--- src/rtl/scaler_pkg.sv ---
// Package: shared constants, run-state type and the rate-mask helper
// for the preset-count scaler. Assumes a 2-bit rate code.
package scaler_pkg;

    localparam int RATE_W = 2;
    localparam int DIV_W  = (1 << RATE_W) - 1;

    typedef enum logic [1:0] {
        RUN_IDLE   = 2'd0,
        RUN_ACTIVE = 2'd1,
        RUN_DONE   = 2'd2
    } run_state_t;

    // Low-bit mask whose all-ones match marks one internal event.
    function automatic logic [DIV_W-1:0] rate_mask(input logic [RATE_W-1:0] code);
        return DIV_W'((32'd1 << code) - 32'd1);
    endfunction

endpackage

--- src/rtl/sc_edge_det.sv ---
// sc_edge_det: per-bit rising-edge detector for the external event inputs.
// Assumes the inputs are already synchronous to clk. The history register
// runs at all times so that a level held across a start does not count.
module sc_edge_det #(
    parameter int NCH = 16
) (
    input  logic           clk,
    input  logic           rst_n,
    input  logic [NCH-1:0] sig_in,
    output logic [NCH-1:0] rise
);
    logic [NCH-1:0] prev_q;

    // Remember the previous input level.
    always_ff @(posedge clk) begin
        if (!rst_n) prev_q <= '0;
        else        prev_q <= sig_in;
    end

    assign rise = sig_in & ~prev_q;
endmodule

--- src/rtl/sc_pulse_gen.sv ---
// sc_pulse_gen: internal event source. Restarts at phase zero when a run
// is accepted and then emits one tick every 2^code clocks while enabled.
// Assumes the rate code is held steady during a run.
module sc_pulse_gen
    import scaler_pkg::*;
(
    input  logic              clk,
    input  logic              rst_n,
    input  logic              restart,
    input  logic              enable,
    input  logic [RATE_W-1:0] rate_code,
    output logic              tick
);
    logic [DIV_W-1:0] phase_q;
    logic [DIV_W-1:0] msk;

    assign msk = rate_mask(rate_code);

    // Phase counter: cleared on run start, advances while running.
    always_ff @(posedge clk) begin
        if (!rst_n)      phase_q <= '0;
        else if (restart) phase_q <= '0;
        else if (enable)  phase_q <= phase_q + DIV_W'(1);
    end

    assign tick = enable && ((phase_q & msk) == msk);
endmodule

--- src/rtl/sc_channel.sv ---
// sc_channel: one preset down-counter. Loads on request, takes one off per
// event, and saturates at zero. Flags when it is at zero or reaches zero
// in this cycle; the caller qualifies that flag with the run state.
module sc_channel #(
    parameter int CW = 32
) (
    input  logic          clk,
    input  logic          rst_n,
    input  logic          load,
    input  logic [CW-1:0] load_val,
    input  logic          ev,
    output logic [CW-1:0] cnt,
    output logic          reach
);
    logic [CW-1:0] cnt_q;

    // Counter register: load has priority, then a saturating decrement.
    always_ff @(posedge clk) begin
        if (!rst_n)                     cnt_q <= '0;
        else if (load)                  cnt_q <= load_val;
        else if (ev && cnt_q != '0)     cnt_q <= cnt_q - CW'(1);
    end

    assign cnt   = cnt_q;
    assign reach = (cnt_q == '0) || (ev && cnt_q == CW'(1));
endmodule

--- src/rtl/sc_ctrl.sv ---
// sc_ctrl: run controller. Idle -> active on an accepted start, active ->
// done when any masked channel reaches zero, done -> idle on clear.
// Latches the set of masked channels that ended the run.
module sc_ctrl
    import scaler_pkg::*;
#(
    parameter int NCH = 16
) (
    input  logic           clk,
    input  logic           rst_n,
    input  logic           start,
    input  logic           clr_done,
    input  logic [NCH-1:0] reach_vec,
    input  logic [NCH-1:0] term_mask,
    output logic           start_ok,
    output logic           running,
    output logic           done,
    output logic [NCH-1:0] hit_chs
);
    run_state_t     st_q;
    logic [NCH-1:0] hit_q;
    logic [NCH-1:0] hit_now;

    assign start_ok = (st_q == RUN_IDLE) && start;
    assign hit_now  = (st_q == RUN_ACTIVE) ? (reach_vec & term_mask) : '0;

    // State register and termination record.
    always_ff @(posedge clk) begin
        if (!rst_n) begin
            st_q  <= RUN_IDLE;
            hit_q <= '0;
        end else begin
            case (st_q)
                RUN_IDLE:   if (start) st_q <= RUN_ACTIVE;
                RUN_ACTIVE: if (|hit_now) begin
                                st_q  <= RUN_DONE;
                                hit_q <= hit_now;
                            end
                RUN_DONE:   if (clr_done) begin
                                st_q  <= RUN_IDLE;
                                hit_q <= '0;
                            end
                default:    st_q <= RUN_IDLE;
            endcase
        end
    end

    assign running = (st_q == RUN_ACTIVE);
    assign done    = (st_q == RUN_DONE);
    assign hit_chs = hit_q;
endmodule

--- src/rtl/preset_scaler.sv ---
// preset_scaler: top of the preset-count termination scaler. Instantiates
// the run controller, the internal pulse source, the external edge
// detectors and one down-counter per channel. Assumes all inputs are
// synchronous to clk.
module preset_scaler
    import scaler_pkg::*;
#(
    parameter int NCH  = 16,
    parameter int CW   = 32,
    parameter int CH_W = $clog2(NCH)
) (
    input  logic              clk,
    input  logic              rst_n,
    input  logic              cfg_we,
    input  logic [CH_W-1:0]   cfg_ch,
    input  logic [CW-1:0]     cfg_data,
    input  logic [NCH-1:0]    term_mask,
    input  logic [NCH-1:0]    src_sel,
    input  logic [RATE_W-1:0] rate_code,
    input  logic              irq_en,
    input  logic              start,
    input  logic              clr_done,
    input  logic [NCH-1:0]    ext_evt,
    input  logic [CH_W-1:0]   rd_ch,
    output logic [CW-1:0]     rd_val,
    output logic              running,
    output logic              done,
    output logic              irq,
    output logic [NCH-1:0]    hit_chs
);
    logic           start_ok;
    logic           int_tick;
    logic [NCH-1:0] ext_rise;
    logic [NCH-1:0] reach_vec;
    logic [CW-1:0]  cnt_arr [NCH];

    sc_ctrl #(.NCH(NCH)) u_ctrl (
        .clk       (clk),
        .rst_n     (rst_n),
        .start     (start),
        .clr_done  (clr_done),
        .reach_vec (reach_vec),
        .term_mask (term_mask),
        .start_ok  (start_ok),
        .running   (running),
        .done      (done),
        .hit_chs   (hit_chs)
    );

    sc_pulse_gen u_pgen (
        .clk       (clk),
        .rst_n     (rst_n),
        .restart   (start_ok),
        .enable    (running),
        .rate_code (rate_code),
        .tick      (int_tick)
    );

    sc_edge_det #(.NCH(NCH)) u_edge (
        .clk    (clk),
        .rst_n  (rst_n),
        .sig_in (ext_evt),
        .rise   (ext_rise)
    );

    // One counter per channel, source picked by its select bit.
    for (genvar i = 0; i < NCH; i++) begin : g_ch
        logic ch_ev;
        logic ch_load;
        assign ch_ev   = running && (src_sel[i] ? int_tick : ext_rise[i]);
        assign ch_load = cfg_we && !running && (cfg_ch == CH_W'(i));
        sc_channel #(.CW(CW)) u_chan (
            .clk      (clk),
            .rst_n    (rst_n),
            .load     (ch_load),
            .load_val (cfg_data),
            .ev       (ch_ev),
            .cnt      (cnt_arr[i]),
            .reach    (reach_vec[i])
        );
    end

    assign rd_val = cnt_arr[rd_ch];
    assign irq    = done && irq_en;
endmodule

--- config.mk ---
export PLATFORM = sky130hd
export DESIGN_NAME = preset_scaler
export DESIGN_NICKNAME = d
export VERILOG_FILES = /design/src/rtl/scaler_pkg.sv /design/src/rtl/sc_edge_det.sv /design/src/rtl/sc_pulse_gen.sv /design/src/rtl/sc_channel.sv /design/src/rtl/sc_ctrl.sv /design/src/rtl/preset_scaler.sv
export SDC_FILE = /design/constraint.sdc
export NUM_CORES = 2
export LEC_CHECK = 0
export BUFFER_PORTS_ARGS = -buffer_cell sky130_fd_sc_hd__buf_2
export CAP_MARGIN = 0
export CORE_MARGIN = 2
export CORE_UTILIZATION = 30
export CTS_CLUSTER_SIZE = 16
export DETAILED_ROUTE_END_ITERATION = 6
export SKIP_CTS_REPAIR_TIMING = 1
export SYNTH_ARGS = -nofsm -noshare
export SYNTH_HDL_FRONTEND = slang
export SYNTH_HIERARCHICAL = 1
export SYNTH_SLANG_ARGS = --single-unit
--- constraint.sdc ---
create_clock -name clk -period 4.6 [get_ports clk]
set_input_delay 0.69 -clock clk [delete_from_list [all_inputs] [get_ports clk]]
set_output_delay 0.69 -clock clk [all_outputs]
set_load 0.02 [all_outputs]
[Yosys cells after proc, flatten, opt, wreduce, memory -nomap -nowiden]
Index checks and enable logic that the tools add are counted.
Word-level totals
  bits of input ports: 96
  logic and storage cells: 282
  register bits after elaboration: 549
  output and inout bits: 51
Operators by class
  $lt $le $gt $ge: 1
  eq/ne operators: 37
  $add $sub $neg: 18
  shift operators: 1
  bitwise operators: 6
  reduce and logical (&&, ||, !) cells: 140
  mux-type cells: 59
Operators by type and width (number)
  $mux 32: 34
  $eq 32x1->1 const B: 16
  $logic_not 32->1: 16
  $reduce_bool 32->1: 16
  $sub 32x1->32 const B: 16
  $bmux 32 s4: 1
  $logic_and 1x1->1: 68
  $mux 16: 3
  $reduce_bool 2->1: 17
  $and 16x16->16: 2
  $eq 4x4->1 const B: 8
  $pmux 16 s2: 1
  $eq 4x3->1 const B: 4
  $logic_or 1x1->1: 16
  $mux 1: 16
  $not 16->16: 1
  $reduce_or 16->1: 1
  $eq 4x2->1 const B: 2
  $mux 2: 3
  $pmux 2 s3: 1
  $reduce_and 3->1: 2
  $ge 5x5->1 const B: 1
  $not 4->5: 1
  $eq 4x1->1 const B: 1
  other kinds (14): 15

[Longest topological paths before layout]
  depth after elaboration: 14
  gate-level depth with buffers: 18
  depth with buffers taken out: 12

[Cells and area by module]
The synthesis kept the hierarchy.
By module, submodules not included
  sc_channel (g_ch[15].u_chan ...): cells an instance 263, instances 10, area an instance 2092.0 um^2, seq. area each 640.6 um^2
  sc_channel (g_ch[0].u_chan ...): cells an instance 275, instances 6, area an instance 2177.1 um^2, seq. area each 640.6 um^2
  preset_scaler: cells an instance 330, instances 1, area an instance 4110.2 um^2, seq. area each 0.0 um^2
  sc_ctrl: cells an instance 96, instances 1, area an instance 955.9 um^2, seq. area each 360.3 um^2
  sc_edge_det: cells an instance 49, instances 1, area an instance 531.8 um^2, seq. area each 320.3 um^2
  sc_pulse_gen: cells an instance 17, instances 1, area an instance 146.4 um^2, seq. area each 60.1 um^2

[Least setup slack after synthesis]
OpenSTA, ideal clock, no wires.
  path type: register to register
  start point: register u_ctrl.st_q[0]
  end point: register u_ctrl.st_q[0]
  required time: 4.481 ns
  data arrival time: 3.636 ns
  library setup time: 0.119 ns
  clock period less this slack: 3.755 ns
  buffers on the path: 4
  cell stages (with the launch flop): 17
  path slack: 0.845 ns
  path through: dfxtp_1 -> nor2b_1 -> buf_4 -> buf_2 -> o21ai_0 -> a21oi_1 -> clkbuf_1 -> mux2i_1 -> nor2b_1 -> a21oi_1 -> or3_1 -> nor4_1 -> a22oi_1 -> and4_1 -> buf_4 -> and3_1 -> o221a_2
On the way
  cells in the longest elaborated chain, start to end: 11
  elaborated cells between the ends (all ways): 76
  those cells by class: 5 x eq/ne; 18 x mux; 1 x bitwise; 52 x reduce/logical
RTL lines
  from (decl): RTL line sc_ctrl.sv:20  | run_state_t st_q;
  from (signal assigned): RTL line sc_ctrl.sv:30  | st_q <= RUN_IDLE;
  from (signal assigned): RTL line sc_ctrl.sv:34  | RUN_IDLE: if (start) st_q <= RUN_ACTIVE;
  from (signal assigned): RTL line sc_ctrl.sv:36  | st_q <= RUN_DONE;
  $eq 2x1->1: RTL line sc_ctrl.sv:48  | assign running = (st_q == RUN_ACTIVE);
  via running: RTL line preset_scaler.sv:26  | output logic running,
  $logic_and 1x1->1: RTL line sc_pulse_gen.sv:26  | assign tick = enable && ((phase_q & msk) == msk);
  via int_tick: RTL line preset_scaler.sv:32  | logic int_tick;
  $mux 1: RTL line preset_scaler.sv:70  | assign ch_ev = running && (src_sel[i] ? int_tick : ext_rise[i]);
  $logic_and 1x1->1: RTL line preset_scaler.sv:70
  via g_ch[6].ch_ev: RTL line preset_scaler.sv:68  | logic ch_ev;
  $logic_and 1x1->1: RTL line sc_channel.sv:25  | assign reach = (cnt_q == '0) || (ev && cnt_q == CW'(1));
  $logic_or 1x1->1: RTL line sc_channel.sv:25
  via reach_vec[6]: RTL line preset_scaler.sv:34  | logic [NCH-1:0] reach_vec;
  $and 16x16->16: RTL line sc_ctrl.sv:25  | assign hit_now = (st_q == RUN_ACTIVE) ? (reach_vec & term_mask) : '0;
  $mux 16: RTL line sc_ctrl.sv:25
  $reduce_or 16->1: RTL line sc_ctrl.sv:35  | RUN_ACTIVE: if (|hit_now) begin
  $ne 2x1->1 (no line)
  $reduce_and 3->1 (no line)
The timed path passes the listed nets, and every way through them passes these cells.
A chain may end at the register's enable or synchronous reset.

[Worst setup path in the final report]
  start point: register u_ctrl.st_q[0]
  end point: register u_ctrl.st_q[0]
On the way
  cells in the longest elaborated chain, start to end: 11
  elaborated cells between the ends (all ways): 76
  those cells by class: 5 x eq/ne; 18 x mux; 1 x bitwise; 52 x reduce/logical
RTL lines (RTL line)
  $eq 2x1->1: sc_ctrl.sv:48
  $logic_and 1x1->1: sc_pulse_gen.sv:26
  via int_tick: preset_scaler.sv:32
  $mux 1: preset_scaler.sv:70
  $logic_and 1x1->1: preset_scaler.sv:70
  via g_ch[1].ch_ev: preset_scaler.sv:68
  $logic_and 1x1->1: sc_channel.sv:25
  $logic_or 1x1->1: sc_channel.sv:25
  via reach_vec[1]: preset_scaler.sv:34
  $and 16x16->16: sc_ctrl.sv:25
  $mux 16: sc_ctrl.sv:25
  $reduce_or 16->1: sc_ctrl.sv:35
  $ne 2x1->1 (no line)
  $reduce_and 3->1 (no line)
The timed path passes the listed nets, and every way through them passes these cells.

==> flow_metrics.env <==
export IMPL_synth_edff_count=0
export IMPL_count_of_input_and_output_buffers=146
export IMPL_result_of_the_run="finished, violations left"
export IMPL_boundaryPins=147
export IMPL_worstPathRequired_ps=5130
export IMPL_cp_max_fo=17
export IMPL_floorplan_die_width_um=368
export IMPL_syn_area_um2=39700
export IMPL_gr_usage_all_layers=0.267
export IMPL_asyncSetResetFlopFracSynth=0
export IMPL_post_synth_cell_area_avg_um2=8.32
export IMPL_clock_tree_from_tritoncts="built"
export IMPL_number_of_global_route_vias_before_repair=38000
export IMPL_grt_remaining_overflow=0
export IMPL_drv_slew=0
export IMPL_ys_warnings=6
export IMPL_final_net_count=4884
export IMPL_drt_vias_per_instance=6.70
export IMPL_floorplan_initialDensity=0.302
export IMPL_synth_area_top_cells="sky130_fd_sc_hd__dfxtp_1, sky130_fd_sc_hd__mux4_2, sky130_fd_sc_hd__o21ai_0"
export IMPL_hold_violations=0
export IMPL_dpl_cell_area_um2=41900
export IMPL_hpwl_um=135000
export IMPL_holdCritPathClass="primary input to flop"
export IMPL_numCtsBuffers=71
export IMPL_grt_first_pass_wirelength_um=271000
export IMPL_core_area_um2=131000
export IMPL_clk_pin_slew_ps=60
export IMPL_gp_routability_congestion=1.02
export IMPL_dr_pass1_iters=7
export IMPL_worst_slew_pin_slew_ps=1180
export IMPL_critical_path_class="flop to flop"
export IMPL_route_detailed_drc=1
export IMPL_max_freq_ghz=0.231
export IMPL_synthToLayoutAreaGrowth_pct=11.9
export IMPL_yosys_area_share_adder=0.0104
export IMPL_vdd_ir_drop_max_mv=0.241
export IMPL_wl_per_cell_um=29.0
export IMPL_seq_area_frac_synth=0.277
export IMPL_synth_simple_area_share=0.289
export IMPL_die_area_um2=135000
export IMPL_clk_latency_ps=660
export IMPL_final_cell_area_um2=44400
export IMPL_startpoint_type="flop"
export IMPL_ys_ff_latch=549
export IMPL_finalCritPeriodShare=0.943
export IMPL_final_setup_viol_count=0
export IMPL_drt_initial_drc_count=7301
export IMPL_h_tree_depth=3
export IMPL_grt_start_max_net_pins=85
export IMPL_drtAntennaViolNets=0
export IMPL_critPathCaptureType="flop"
export IMPL_fin_tns_setup_ps=0
export IMPL_power_static_leakage_uw=0.0155
export IMPL_row_count=133
export IMPL_maxSlewHeadroom=0.214
export IMPL_n_fill_cell=13600
export IMPL_hold_worst_slack_ps=255
export IMPL_grt_antenna_before_repair=21
export IMPL_synthesis_instances=4772
export IMPL_failed_checks="DRC"
export IMPL_yosysTopAreaCellShare=0.277
export IMPL_cap_viol_max_count=0
export IMPL_cp_arrival_ps=4870
export IMPL_clockBufferDepth=3
export IMPL_power_density_nw_per_um2=379
export IMPL_chipHeight_um=368
export IMPL_syn_nets=4901
export IMPL_synth_mux_area_frac=0.0958
export IMPL_mostFrequentLayoutCell="sky130_fd_sc_hd__dfxtp_1"
export IMPL_synthXorXnorAreaFrac=0.00617
export IMPL_layout_common_cells="sky130_fd_sc_hd__dfxtp_1, sky130_fd_sc_hd__o21ai_0, sky130_fd_sc_hd__nand2_1, sky130_fd_sc_hd__a31oi_1, sky130_fd_sc_hd__or4_1"
export IMPL_clk_root_buffer_cell="sky130_fd_sc_hd__clkbuf_16"
export IMPL_route_vias_total=44000
export IMPL_synth_ff_type="sky130_fd_sc_hd__dfxtp_1"
export IMPL_wirelength_um=191000
export IMPL_fin_skew_ps=33.9
export IMPL_synth_compound_gate_area_share=0.270
export IMPL_period_minus_slack_ps=4340
export IMPL_grt_setup_unrepaired="no"
export IMPL_largest_family_of_logic_cells_by_synthesized_area="simple AND/OR/NAND/NOR gates"
export IMPL_post_route_cells_drive_above_1_share=0.144
export IMPL_cts_sinks=549
export IMPL_synth_largest_area_cell="sky130_fd_sc_hd__dfxtp_1"
export IMPL_synth_lib_cells_used_distinct=80
[state kept, by name, indices dropped and copies added, names as in the netlist]
signal,flops
u_edge/prev_q,16
g_ch.u_chan/cnt,512
u_pgen/phase_q,3
u_ctrl/hit_chs,16
u_ctrl/st_q,2
[kinds of logic (layout without fill, tap and decap cells)]
| kind of cell | Yosys count | in the layout |
|---|---|---|
| xor+xnor | 28 | 28 |
| compound gates | 1567 | 1567 |
| mux | 217 | 217 |
| other cells | 0 | 7 |
| simple gates | 1927 | 1927 |
| fa+ha+maj | 33 | 33 |
| flops | 549 | 549 |
| buf+inv | 451 | 489 |
[path summary, 6_finish.rpt]
kind | slack, ps | from | to | cells after the start
setup / recovery | 260 | u_ctrl/st_q[0] | u_ctrl/st_q[0] | 14
hold reg to reg | 510 | u_ctrl/hit_chs[4] | u_ctrl/hit_chs[4] | 2
setup reg to reg | 260 | u_ctrl/st_q[0] | u_ctrl/st_q[0] | 14
hold / removal | 250 | ext_evt[10] | u_edge/prev_q[10] | 2
[critical path, stage by stage, from the launching register on]
cell and delay (ps):
sky130_fd_sc_hd__dfxtp_1 340, sky130_fd_sc_hd__nor2b_4 250, sky130_fd_sc_hd__o21ai_0 140, sky130_fd_sc_hd__a21oi_2 380
sky130_fd_sc_hd__buf_4 360, sky130_fd_sc_hd__mux2i_1 120, sky130_fd_sc_hd__nor2b_1 150, sky130_fd_sc_hd__buf_4 200
sky130_fd_sc_hd__a21oi_1 70, sky130_fd_sc_hd__or3_1 310, sky130_fd_sc_hd__nor4_1 450, sky130_fd_sc_hd__a22oi_1 390
sky130_fd_sc_hd__and4_1 520, sky130_fd_sc_hd__and3_1 300, sky130_fd_sc_hd__o221a_2 220
[routing by layer]
metal / vias up / global-route usage / share of wire
met5: - / 0 / 0.00018
met2: 3208 / 0.360 / 0.39
li1: 19000 / - / -
met3: 418 / 0.0902 / 0.16
met1: 21300 / 0.385 / 0.41
met4: 6 / 0.0989 / 0.042
[where the power goes]
part / total (uW) / internal, uW / switching, uW
registers: 5450 / 4980 / 463
logic: 5240 / 1530 / 3710
clock network: 6150 / 3700 / 2440
[layout make-up]
| cell class | instances | area, um^2 | area share |
|---|---|---|---|
| diodes | 7 | 17.5 | 0.000394 |
| clock buffers | 109 | 2170 | 0.0489 |
| clock inverters | 19 | 310 | 0.00698 |
| inverters | 108 | 405 | 0.00912 |
| multi-input cells | 3772 | 26700 | 0.601 |
| flip-flops and latches | 549 | 11000 | 0.247 |
| well taps | 1755 | 2200 | 0.0494 |
| repair buffers | 253 | 1620 | 0.0364 |
[stage by stage]
step	total power [uW]	setup slack (ps)	utilization	std cells
CTS	16600	420	0.338	6565
detailed placement	10500	164	0.319	6437
floorplan	8850	845	-	4772
finish	16800	264	0.338	6572
global route	17400	105	0.338	6566
global placement	10500	193	0.319	6437
[cells in the mapped netlist, drive strengths merged, types with 38 or more instances]
master	count
nor4	156
dfxtp	549
mux2i	63
buf	94
a21oi	126
nor2	219
nor2b	107
clkbuf	249
or3	212
nand4	58
a211oi	56
a22oi	70
nand3	156
o41ai	50
nor3	202
mux4	128
o21ai	451
o211ai	54
or4	232
o31ai	152
nand2	309
nand2b	38
and3	43
a31oi	282
inv	98
No activity file was read; power rests on OpenSTA's default activity.
